## config.mk

```make
export PLATFORM = sky130hd
export DESIGN_NAME = rng_cmd_ctrl
export DESIGN_NICKNAME = d
export VERILOG_FILES = /design/src/rtl/rng_cmd_pkg.sv /design/src/rtl/rng_health.sv /design/src/rtl/rng_collect.sv /design/src/rtl/rng_cmd_ctrl.sv
export SDC_FILE = /design/constraint.sdc
export NUM_CORES = 1
export LEC_CHECK = 0
export ABC_CLOCK_PERIOD_IN_PS = 1800
export CAP_MARGIN = 30
export CORE_MARGIN = 2
export CORE_UTILIZATION = 40
export DETAILED_ROUTE_END_ITERATION = 10
export DONT_BUFFER_PORTS = 1
export MAX_ROUTING_LAYER = met4
export PLACE_DENSITY = 0.65
export SETUP_SLACK_MARGIN = 0.3
export SYNTH_ARGS = -nofsm -noshare
export SYNTH_HDL_FRONTEND = slang
export SYNTH_SLANG_ARGS = --single-unit
```

## constraint.sdc

```tcl
create_clock -name clk -period 1.8 [get_ports clk]
set_input_delay 0.36 -clock clk [delete_from_list [all_inputs] [get_ports clk]]
set_output_delay 0.36 -clock clk [all_outputs]
set_load 0.005 [all_outputs]
```

## src/rtl/rng_cmd_pkg.sv

```systemverilog
package rng_cmd_pkg;
    localparam logic [31:0] CMD_RESET    = 32'h0000_0001;
    localparam logic [31:0] CMD_RELEASE  = 32'h0000_0002;
    localparam logic [31:0] CMD_ENABLE   = 32'h8000_0000;
    localparam logic [31:0] CMD_ZEROIZE  = 32'h8000_0004;
    localparam logic [31:0] CMD_ACK_ZERO = 32'h8000_0008;
    localparam logic [31:0] CMD_ACK_READ = 32'h8000_000F;

    localparam logic [7:0] ST_NONE  = 8'h00;
    localparam logic [7:0] ST_HELD  = 8'hAC;
    localparam logic [7:0] ST_PASS  = 8'h57;
    localparam logic [7:0] ST_FAIL  = 8'hFA;
    localparam logic [7:0] ST_READY = 8'hED;

    typedef enum logic [3:0] {
        PH_IDLE, PH_HELD, PH_RELEASED, PH_ENABLED, PH_TESTING,
        PH_PASSED, PH_FAILED, PH_COLLECT, PH_READY, PH_DRAINED
    } phase_e;

    function automatic logic [7:0] status_of(phase_e p);
        case (p)
            PH_HELD:   return ST_HELD;
            PH_PASSED: return ST_PASS;
            PH_FAILED: return ST_FAIL;
            PH_READY:  return ST_READY;
            default:   return ST_NONE;
        endcase
    endfunction
endpackage

```

## src/rtl/rng_health.sv

```systemverilog
// Startup test: counts TEST_BITS valid bits, fails on a run of RUN_LIMIT equal bits.
module rng_health #(
    parameter int TEST_BITS = 1024,
    parameter int RUN_LIMIT = 32
) (
    input  logic clk,
    input  logic rst_n,
    input  logic clear,
    input  logic active,
    input  logic bit_i,
    input  logic valid_i,
    output logic done_o,
    output logic fail_o
);
    localparam int CNT_W = $clog2(TEST_BITS + 1);
    localparam int RUN_W = $clog2(RUN_LIMIT + 1);

    typedef struct packed {
        logic [CNT_W-1:0] cnt;
        logic [RUN_W-1:0] run;
        logic             last;
        logic             fail;
    } hs_t;

    hs_t h_d, h_q;

    assign done_o = h_q.fail || (h_q.cnt == CNT_W'(TEST_BITS));
    assign fail_o = h_q.fail;

    always_comb begin
        h_d = h_q;
        if (clear) begin
            h_d = '0;
        end else if (active && valid_i && !done_o) begin
            h_d.cnt  = h_q.cnt + 1'b1;
            h_d.last = bit_i;
            if (h_q.cnt == '0 || bit_i != h_q.last) begin
                h_d.run = RUN_W'(1);
            end else begin
                h_d.run = h_q.run + 1'b1;
            end
            if (h_d.run == RUN_W'(RUN_LIMIT)) begin
                h_d.fail = 1'b1;
            end
        end
    end

    always_ff @(posedge clk or negedge rst_n) begin
        if (!rst_n) h_q <= '0;
        else        h_q <= h_d;
    end
endmodule

```

## src/rtl/rng_collect.sv

```systemverilog
// Shifts in WORD_W valid bits, first bit ends in the MSB, then holds.
module rng_collect #(
    parameter int WORD_W = 32
) (
    input  logic              clk,
    input  logic              rst_n,
    input  logic              clear,
    input  logic              active,
    input  logic              bit_i,
    input  logic              valid_i,
    output logic              full_o,
    output logic [WORD_W-1:0] word_o
);
    localparam int CNT_W = $clog2(WORD_W + 1);

    typedef struct packed {
        logic [CNT_W-1:0]  cnt;
        logic [WORD_W-1:0] sh;
    } cs_t;

    cs_t c_d, c_q;

    assign full_o = (c_q.cnt == CNT_W'(WORD_W));
    assign word_o = c_q.sh;

    always_comb begin
        c_d = c_q;
        if (clear) begin
            c_d = '0;
        end else if (active && valid_i && !full_o) begin
            c_d.sh  = {c_q.sh[WORD_W-2:0], bit_i};
            c_d.cnt = c_q.cnt + 1'b1;
        end
    end

    always_ff @(posedge clk or negedge rst_n) begin
        if (!rst_n) c_q <= '0;
        else        c_q <= c_d;
    end
endmodule

```

## src/rtl/rng_cmd_ctrl.sv

```systemverilog
module rng_cmd_ctrl
    import rng_cmd_pkg::*;
#(
    parameter int ADDR_W    = 4,
    parameter int TEST_BITS = 1024,
    parameter int RUN_LIMIT = 32
) (
    input  logic              clk,
    input  logic              rst_n,
    input  logic              bus_wr,
    input  logic              bus_rd,
    input  logic [ADDR_W-1:0] bus_addr,
    input  logic [31:0]       bus_wdata,
    output logic [31:0]       bus_rdata,
    input  logic              ent_bit,
    input  logic              ent_valid
);
    localparam int DATA_W = 32;
    localparam logic [ADDR_W-1:0] OFF_CTRL = ADDR_W'(0);
    localparam logic [ADDR_W-1:0] OFF_STAT = ADDR_W'(4);

    typedef struct packed {
        phase_e            phase;
        logic [DATA_W-1:0] word;
        logic [DATA_W-1:0] rdata;
    } top_t;

    top_t r_d, r_q;

    logic              h_clear, h_done, h_fail;
    logic              c_clear, c_full;
    logic [DATA_W-1:0] c_word;
    logic              cmd_hit;
    logic [7:0]        status_w;

    assign cmd_hit  = bus_wr && (bus_addr == OFF_CTRL);
    assign status_w = status_of(r_q.phase);

    rng_health #(.TEST_BITS(TEST_BITS), .RUN_LIMIT(RUN_LIMIT)) u_health (
        .clk(clk), .rst_n(rst_n), .clear(h_clear),
        .active(r_q.phase == PH_TESTING),
        .bit_i(ent_bit), .valid_i(ent_valid),
        .done_o(h_done), .fail_o(h_fail)
    );

    rng_collect #(.WORD_W(DATA_W)) u_collect (
        .clk(clk), .rst_n(rst_n), .clear(c_clear),
        .active(r_q.phase == PH_COLLECT),
        .bit_i(ent_bit), .valid_i(ent_valid),
        .full_o(c_full), .word_o(c_word)
    );

    always_comb begin
        r_d     = r_q;
        h_clear = 1'b0;
        c_clear = 1'b0;
        if (cmd_hit && bus_wdata == CMD_RESET) begin
            r_d.phase = PH_HELD;
            r_d.word  = '0;
            h_clear   = 1'b1;
            c_clear   = 1'b1;
        end else begin
            case (r_q.phase)
                PH_HELD:
                    if (cmd_hit && bus_wdata == CMD_RELEASE) r_d.phase = PH_RELEASED;
                PH_RELEASED:
                    if (cmd_hit && bus_wdata == CMD_ENABLE) r_d.phase = PH_ENABLED;
                PH_ENABLED:
                    if (cmd_hit && bus_wdata == CMD_ZEROIZE) begin
                        r_d.phase = PH_TESTING;
                        r_d.word  = '0;
                        h_clear   = 1'b1;
                        c_clear   = 1'b1;
                    end
                PH_TESTING:
                    if (h_done) r_d.phase = h_fail ? PH_FAILED : PH_PASSED;
                PH_PASSED:
                    if (cmd_hit && bus_wdata == CMD_ACK_ZERO) begin
                        r_d.phase = PH_COLLECT;
                        c_clear   = 1'b1;
                    end
                PH_COLLECT:
                    if (c_full) begin
                        r_d.phase = PH_READY;
                        r_d.word  = c_word;
                    end
                PH_READY:
                    if (cmd_hit && bus_wdata == CMD_ACK_READ) r_d.phase = PH_DRAINED;
                PH_DRAINED:
                    if (cmd_hit && bus_wdata == CMD_ENABLE) begin
                        r_d.phase = PH_COLLECT;
                        c_clear   = 1'b1;
                    end
                default: ;
            endcase
        end

        if (bus_rd) begin
            if (bus_addr == OFF_CTRL)
                r_d.rdata = (r_q.phase == PH_READY) ? r_q.word : '0;
            else if (bus_addr == OFF_STAT)
                r_d.rdata = {24'h0, status_w};
            else
                r_d.rdata = '0;
        end
    end

    always_ff @(posedge clk or negedge rst_n) begin
        if (!rst_n) begin
            r_q.phase <= PH_IDLE;
            r_q.word  <= '0;
            r_q.rdata <= '0;
        end else begin
            r_q <= r_d;
        end
    end

    assign bus_rdata = r_q.rdata;
endmodule

```

; Word-level counts from Yosys, hierarchy flattened
; Index checks and enable logic that the tools add are counted.
[op_classes]
n_div = 0
magnitude_cmp = 0
reduce_logical = 25
mux = 31
shift = 0
n_mul = 0
n_bitwise = 0
add_sub_neg = 3
n_eq_ne = 28
[op_table]
columns = cell, n
row1 = equality test 32 bit (second input constant), 4
row2 = 2-to-1 mux 36 bit, 3
row3 = 2-to-1 mux 38 bit, 2
row4 = 2-to-1 mux 32 bit, 2
row5 = one-hot mux 32 bit (2 select lines), 1
row6 = 2-to-1 mux 19 bit, 2
row7 = equality test 32 x 1 -> 1 bit (second input constant), 1
row8 = equality test 32 x 2 -> 1 bit (second input constant), 1
row9 = one-hot mux 4 bit (8 select lines), 1
row10 = one-hot mux 8 bit (4 select lines), 1
row11 = 2-to-1 mux 4 bit, 6
row12 = inequality test 3 bit (second input constant), 8
row13 = equality test 4 x 3 -> 1 bit (second input constant), 5
row14 = 2-to-1 mux 6 bit, 3
row15 = adder 6 x 1 -> 6 bit (second input constant), 2
row16 = equality test 6 bit (second input constant), 2
row17 = adder 11 x 1 -> 11 bit (second input constant), 1
row18 = equality test 11 bit (second input constant), 1
row19 = logical AND 1 bit, 11
row20 = logical NOT 11 bit, 1
row21 = AND reduction 9 bit, 1
row22 = nonzero test 9 bit, 1
row23 = equality test 4 x 2 -> 1 bit (second input constant), 2
row24 = equality test 4 bit (second input constant), 2
row25 = 13 further kinds, 23
[totals]
elab_cells = 96
mem_count = 0
latch_bits = 0
register_bits = 125
in_bits = 42
romBits = 0
ram_bits = 0

; Longest topological paths before layout
; Gate-level depths: netlist (run 1).
[logic_depth]
ltp_word = 11
ltp_mapped = 9

; Modules after synthesis
; From an unflattened synthesis (run 1), not the netlist that was laid out.
[hier_totals]
hier_cells = 780
area_unflattened_um2 = 7136.8
[modules_own_cells]
columns = mod, area_per_inst_um2, cells_per_inst, instances, seq_area_each_um2
row1 = rng_cmd_ctrl, 3418.3, 354, 1, 1701.6
row2 = rng_collect, 2458.6, 292, 1, 950.9
row3 = rng_health, 1260.0, 134, 1, 475.5

; Worst setup path after synthesis (run 1)
; OpenSTA, ideal clock, no wires.
[synth_path]
kind = input port to flip-flop
start = input bus_wdata[13]
end = register r_q[34] (netlist name)
path_slack_ns = -0.253
setup_time_ns = 0.121
arrival_time_ns = 1.932
path_buffers = 2
cell_stages = 8
required_ns = 1.679
path_cell_list = nor4_2 > nand4b_2 > nor3b_4 > nand4_4 > and2_4 > buf_6 > buf_8 > a22o_1
[synth_between]
elab_chain_cells = 4
[synth_rtl]
columns = element, line
row1 = start: declaration, rng_cmd_ctrl.sv:13  ; input logic [31:0] bus_wdata,
row2 = equality test 32 x 1 -> 1 bit / equality test 32 bit (equally long branches), "rng_cmd_ctrl.sv:57, rng_cmd_ctrl.sv:69"
row3 = "logical AND 1 bit, on equally long branches", "rng_cmd_ctrl.sv:57, rng_cmd_ctrl.sv:69"
row4 = inequality test 3 bit (no line) / nonzero test 3 bit (equally long branches), n/a
row5 = AND reduction 3 bit (no line), n/a
row6 = end signal: assignment, rng_cmd_ctrl.sv:114  ; r_q <= r_d;
row7 = end: declaration, rng_cmd_ctrl.sv:28  ; top_t r_d, r_q;
; Parallel ways exist; a longest one is shown, timed or not.
; A chain may end at the register's enable or synchronous reset.

; Worst setup path in the final report (run 1)
[layout_path]
start = register r_q[66] (netlist name)
end = register r_q[64] (netlist name)
[layout_between]
elab_chain_cells = 3
[layout_rtl]
columns = element, line
row1 = "equality test 4 bit, or another cell as far along", rng_cmd_ctrl.sv:63  ; case (r_q.phase)
row2 = "nonzero test 9 bit (no line), or another cell as far along", n/a
row3 = AND reduction 9 bit (no line) / 2-to-1 mux 36 bit (equally long branches), n/a
; Parallel ways exist; a longest one is shown, timed or not.

==> results of run 1 <==
where the power goes:
group,total [mW],switching (mW),internal [mW]
clock,3.44,1.34,2.10
combinational,0.0534,0.0251,0.0283
sequential,2.84,0.0121,2.82
final cells by class:
| type | instances | share of cell area |
|---|---|---|
| Clock buffer | 18 | 0.0545 |
| Clock inverter | 14 | 0.0199 |
| Inverter | 37 | 0.0172 |
| Multi-Input combinational cell | 380 | 0.366 |
| Sequential cell | 125 | 0.389 |
| Tap cell | 188 | 0.0292 |
| Timing Repair Buffer | 95 | 0.125 |
timing repair:
action	4_1_cts	5_1_grt
buffers inserted	5	21
setup endpoints to repair	125	125
cloned	1	13
pin swaps	10	59
resized for setup	18	103
hold endpoints to repair	125	125
sequential cells by signal (all words and copies together) (netlist names):
| register | cells |
|---|---|
| bus_rdata | 32 |
| r_q | 36 |
| u_collect.c_q | 6 |
| u_health.fail_o | 1 |
| u_collect.word_o | 32 |
| u_health.h_q | 18 |
metal layers:
layer / up-vias / wire length [um] / track usage
met1: 2343 / 6830 / 0.230
met2: 165 / 7500 / 0.274
met5: - / 0 / -
met3: 21 / 850 / 0.0401
li1: 2197 / - / -
met4: 0 / 194 / 0.0504
cell families (layout without fill, tap and decap cells):
group | count (synthesis) | after routing
adder cells (fa/ha/maj) | 5 | 5
AND/OR/NAND/NOR | 203 | 205
flip-flops | 125 | 125
XOR/XNOR | 17 | 17
AO/OA/AOI/OAI | 117 | 117
buffers and inverters | 103 | 164
multiplexers | 36 | 36
cell usage in the layout (no fill, tap or decap), types with 13 or more instances in the layout:
cell type  Yosys  routed
nor2_1        81      71
clkbuf_16      0      25
dfrtp_1      125     121
mux2i_1       36      30
a22o_1        32      32
buf_4         32      64
nand2_1       19      15
inv_1         36      34
nand3_1       37      25
a21oi_1       19      13
o21ai_1       20      24
metrics by stage:
stage / hold WS (ps) / total power, mW
5_1_grt: -381 / 6.50
3_3_place_gp: 66.9 / 2.93
3_5_place_dp: 66.2 / 2.93
4_1_cts: -376 / 6.34
2_1_floorplan: 64.4 / 2.95
6_report: -365 / 6.33
worst max-delay path, stage by stage (launching register included):
cell,delay (ps)
dfrtp_2,430
or4b_4,490
a21oi_2,150
nand4b_1,170
a221o_1,360
nor4b_2,240
a31oi_1,70
final timing paths:
| check | from | slack [ps] | end |
|---|---|---|---|
| worst max-delay path | r_q[66]$_DFFE_PN0P_ | -240 | r_q[64]$_DFFE_PN0P_ |
| worst min-delay path | rst_n | -360 | bus_rdata[14]$_DFFE_PN0P_ |
| worst max register to register | r_q[66]$_DFFE_PN0P_ | -240 | r_q[64]$_DFFE_PN0P_ |
| worst min register to register | r_q[51]$_DFFE_PN0P_ | 510 | r_q[51]$_DFFE_PN0P_ |
| max in group asynchronous | rst_n | 2040 | r_q[64]$_DFFE_PN0P_ |
| min in group clk | bus_rd | 30 | bus_rdata[11]$_DFFE_PN0P_ |
==> results.sh, run 1 <==
export IMPL_status="finished, violations left"
export IMPL_violations="negative hold slack, negative setup slack"
export IMPL_row_count=45
export IMPL_grt_max_degree=126
export IMPL_initial_core_util=0.405
export IMPL_synth_mux_area_frac=0.0589
export IMPL_synth_adder_area_share=0.0102
export IMPL_clockBufferDepth=2
export IMPL_routed_wl_um=15400
export IMPL_ff_latch_area_sq_um=3130
export IMPL_synth_edff_count=0
export IMPL_clkTransAtPathRegs_ps=60
export IMPL_synthSimpleGateAreaFrac=0.174
export IMPL_htree_num_levels=4
export IMPL_relSlewSlack=0.708
export IMPL_synth_async_reset_ratio=1.00
export IMPL_placed_area_sq_um=6530
export IMPL_multi_input_area_sq_um=2950
export IMPL_drtAntennaViolNets=0
export IMPL_routed_via_density=5.51
export IMPL_crit_type="reg -> reg"
export IMPL_cts_root_buf="clkbuf_16"
export IMPL_slew_violations=0
export IMPL_synth_ff_type="dfrtp_1"
export IMPL_synth_common_cells="125 x dfrtp_1, 81 x nor2_1, 37 x nand3_1"
export IMPL_dr_total_vias=4726
export IMPL_crit_required_ps=2090
export IMPL_utilization=0.534
export IMPL_setup_worst_path_end_class="flip-flop"
export IMPL_setup_ws_ps=-242
export IMPL_n_antenna_cell=0
export IMPL_synth_most_common_cell="dfrtp_1"
export IMPL_hold_viol_final=125
export IMPL_syn_nets=653
export IMPL_startpoint_type="flip-flop"
export IMPL_post_route_period_util=1.13
export IMPL_cts_tree="built"
export IMPL_synth_distinct_cells=61
export IMPL_drt_pass1_iterations=5
export IMPL_rsz0062_at_grt="true"
export IMPL_avgRoutedWirePerCell_um=17.9
export IMPL_synth_top_area_frac=0.511
export IMPL_fin_cells=857
export IMPL_reg2reg_depth=6
export IMPL_synth_area_top_cells="dfrtp_1 51%, mux2i_1 5.9%, nor2_1 5.0%"
export IMPL_p_leak_nw=3.80
export IMPL_cp_arrival_ps=2330
export IMPL_design_area_sq_um=8060
export IMPL_synth_top_family_by_area="simple AND/OR/NAND/NOR gates"
export IMPL_track_usage=0.175
export IMPL_layout_nets=703
export IMPL_yosysWarningCount=0
export IMPL_drive_gt1_frac=0.330
export IMPL_grt_pass1_wl_um=22300
export IMPL_grt_overflow_total=0
export IMPL_skew_ps=11.5
export IMPL_tightest_slew_ps=434
export IMPL_cp_max_fo=3
export IMPL_die_x_um=128
export IMPL_postSynthAreaPerCell_sq_um=10.1
export IMPL_maxCapViolations=0
export IMPL_drc=0
export IMPL_fin_hold_ws_ps=-365
export IMPL_clock_sinks=125
export IMPL_fmax_mhz=490
export IMPL_setup_tns_ps=-13980
export IMPL_ys_ff_latch=125
export IMPL_core_sq_um=15100
export IMPL_dp_cells=785
export IMPL_place_gp_congestion=0.871
export IMPL_ios=74
export IMPL_dp_hpwl_um=8280
export IMPL_synth_xor_area_frac=0.0243
export IMPL_area_delta_synth_final_pct=31.7
export IMPL_grt_pass1_vias=4563
export IMPL_finalCriticalPeriod_ps=2040
export IMPL_drtIter0Drc=352
export IMPL_die_area_sq_um=16300
export IMPL_netlist_top_cell_by_area="dfrtp_1"
export IMPL_port_buffer_count=0
export IMPL_fill_cells=1276
export IMPL_powerDensity_nw_per_um2=786
export IMPL_hp_class="in -> async"
export IMPL_setup_violations_final=114
export IMPL_seq_area_frac_synth=0.511
export IMPL_synth_area_sq_um=6120
export IMPL_synth_cells=606
export IMPL_cts_inserted_buffers=17
export IMPL_clk_latency_ps=420
export IMPL_place_ws_ps=-231
export IMPL_synth_compound_area_frac=0.129
export IMPL_antenna_found_initial=0
export IMPL_irDropWorstVdd_v=0.000659
export IMPL_die_h_um=128
No activity file was read; power rests on OpenSTA's default activity.
==> run 2: changes to the inputs <==
Settings changed: PLACE_DENSITY 0.65 to 0.56.
==> results.sh, run 2 (synthesis results as in run 1) <==
export IMPL_hp_class="in -> async"
export IMPL_fill_cells=1217
export IMPL_rsz0062_at_grt="true"
export IMPL_drive_gt1_frac=0.415
export IMPL_port_buffer_count=0
export IMPL_powerDensity_nw_per_um2=766
export IMPL_track_usage=0.185
export IMPL_grt_pass1_vias=4519
export IMPL_clockBufferDepth=2
export IMPL_cts_root_buf="clkbuf_16"
export IMPL_drtIter0Drc=303
export IMPL_core_sq_um=15100
export IMPL_post_route_period_util=1.13
export IMPL_crit_required_ps=2090
export IMPL_ios=74
export IMPL_maxCapViolations=0
export IMPL_slew_violations=0
export IMPL_area_delta_synth_final_pct=41.7
export IMPL_p_seq_frac=0.427
export IMPL_skew_ps=9.74
export IMPL_setup_tns_ps=-8540
export IMPL_antenna_found_initial=0
export IMPL_largest_register="r_q"
export IMPL_violations="negative hold slack, negative setup slack"
export IMPL_grt_overflow_total=0
export IMPL_row_count=45
export IMPL_reg2reg_slack_ps=-230
export IMPL_cp_arrival_ps=2320
export IMPL_clk_latency_ps=430
export IMPL_switching_share=0.196
export IMPL_dp_hpwl_um=8190
export IMPL_startpoint_type="flip-flop"
export IMPL_finalPower_mw=6.64
export IMPL_routed_wl_um=15600
export IMPL_n_antenna_cell=0
export IMPL_drt_pass1_iterations=5
export IMPL_hold_viol_final=125
export IMPL_clock_sinks=125
export IMPL_clkPwrFrac=0.565
export IMPL_reg2reg_depth=6
export IMPL_drc=0
export IMPL_setup_worst_path_end_class="flip-flop"
export IMPL_initial_core_util=0.405
export IMPL_mostFrequentLayoutCells="121 x dfrtp_1, 67 x buf_4, 46 x nor2_1, 34 x inv_1, 32 x a22o_1"
export IMPL_routed_via_density=5.50
export IMPL_setup_ws_ps=-232
export IMPL_cts_tree="built"
export IMPL_mostFrequentLayoutCell="dfrtp_1"
export IMPL_reg2reg_from="r_q[66]$_DFFE_PN0P_"
export IMPL_fmax_mhz=492
export IMPL_irDropWorstVdd_v=0.000770
export IMPL_htree_num_levels=4
export IMPL_crit_type="reg -> reg"
export IMPL_fin_hold_ws_ps=-368
export IMPL_die_h_um=128
export IMPL_clkTransAtPathRegs_ps=50
export IMPL_pwr_share_comb=0.008
export IMPL_p_leak_nw=3.93
export IMPL_cts_inserted_buffers=17
export IMPL_setup_violations_final=106
export IMPL_grt_pass1_wl_um=22900
export IMPL_largest_reg_flops=36
export IMPL_grt_max_degree=126
export IMPL_tightest_slew_ps=409
export IMPL_drtAntennaViolNets=0
export IMPL_p_switching_mw=1.30
export IMPL_die_x_um=128
export IMPL_cp_max_fo=6
export IMPL_die_area_sq_um=16300
export IMPL_finalCriticalPeriod_ps=2030
export IMPL_reg2reg_to="r_q[64]$_DFFE_PN0P_"
export IMPL_relSlewSlack=0.727
export IMPL_avgRoutedWirePerCell_um=17.9
export IMPL_dr_total_vias=4800
export IMPL_layout_nets=720
export IMPL_place_gp_congestion=0.807
export IMPL_status="finished, violations left"
export IMPL_p_int_mw=5.34
==> run 2: cell types whose count changed in the layout (fill, tap and decap cells not counted), moves of 4 or more <==
cell	previous run	this run
mux2i_4	2	6
nor2_4	6	12
nor2_1	71	46
nand3_4	1	6
buf_16	0	7
mux2i_1	30	24
nand2_4	0	4
buf_6	11	24
nand3_1	25	10
nand3_2	11	21
nor2_2	4	23
==> run 2: layer usage <==
metal  GRT usage  wire [um]  up-vias
li1            -          -     2236
met1       0.246       7040     2405
met3      0.0351        686       20
met2       0.282       7690      139
met4      0.0718        215        0
met5           -          0        -
==> run 2: area by class of cell <==
class	count	area (sq um)	share of cell area
well taps	188	235	0.0271
inverters	37	139	0.0160
clock inverters	10	189	0.0218
multi-input cells	379	3230	0.373
repair buffers	113	1290	0.148
clock buffers	21	450	0.0520
flip-flops and latches	125	3130	0.361
==> run 2: metrics by stage <==
| stage | instance area, sq um | util | setup WS [ps] | instances | hold WS, ps |
|---|---|---|---|---|---|
| 2_1_floorplan | 6280 | - | -188 | 606 | 64.4 |
| 3_3_place_gp | 6590 | 0.437 | -345 | 791 | 66.7 |
| 3_5_place_dp | 6590 | 0.437 | -339 | 791 | 66.9 |
| 4_1_cts | 7790 | 0.516 | -191 | 853 | -385 |
| 5_1_grt | 8670 | 0.574 | -315 | 873 | -380 |
| 6_report | 8670 | 0.574 | -232 | 873 | -368 |
==> run 2: how the worst max path moves through the flow <==
stage | start | endpoint | slack (ps) | cells past startpoint
floorplan | bus_wdata[6] | r_q[38]$_DFFE_PN0P_ | -190 | 8
finish | r_q[66]$_DFFE_PN0P_ | r_q[64]$_DFFE_PN0P_ | -230 | 6
detailed placement | r_q[66]$_DFFE_PN0P_ | r_q[64]$_DFFE_PN0P_ | -340 | 7
global route | u_health.h_q[9]$_DFFE_PN0P_ | r_q[64]$_DFFE_PN0P_ | -310 | 9
global placement | r_q[66]$_DFFE_PN0P_ | r_q[64]$_DFFE_PN0P_ | -350 | 7
CTS | r_q[66]$_DFFE_PN0P_ | r_q[64]$_DFFE_PN0P_ | -190 | 6
==> run 2: timing repair <==
action | 4_1_cts | 5_1_grt
gates cloned | 9 | 8
endpoints found under the hold margin | 125 | 125
pin swaps | 23 | 57
setup buffers | 22 | 12
resized for setup | 45 | 161
endpoints found under the setup margin | 125 | 125
==> run 2: worst max-delay path, cell delays in order (launching register included) <==
cell,delay [ps]
dfrtp_2,470
or4b_1,480
a21oi_1,170
nand4b_1,150
a221o_1,330
nor4b_2,210
a31oi_1,70
==> run 2: power groups by stage <==
| stage | clock [mW] | combinational [mW] | sequential, mW |
|---|---|---|---|
| floorplan | 0 | 0.0721 | 2.88 |
| global placement | 0 | 0.0443 | 2.88 |
| detailed placement | 0 | 0.0454 | 2.88 |
| CTS | 3.79 | 0.0505 | 2.84 |
| global route | 3.91 | 0.0572 | 2.83 |
| finish | 3.75 | 0.0529 | 2.84 |
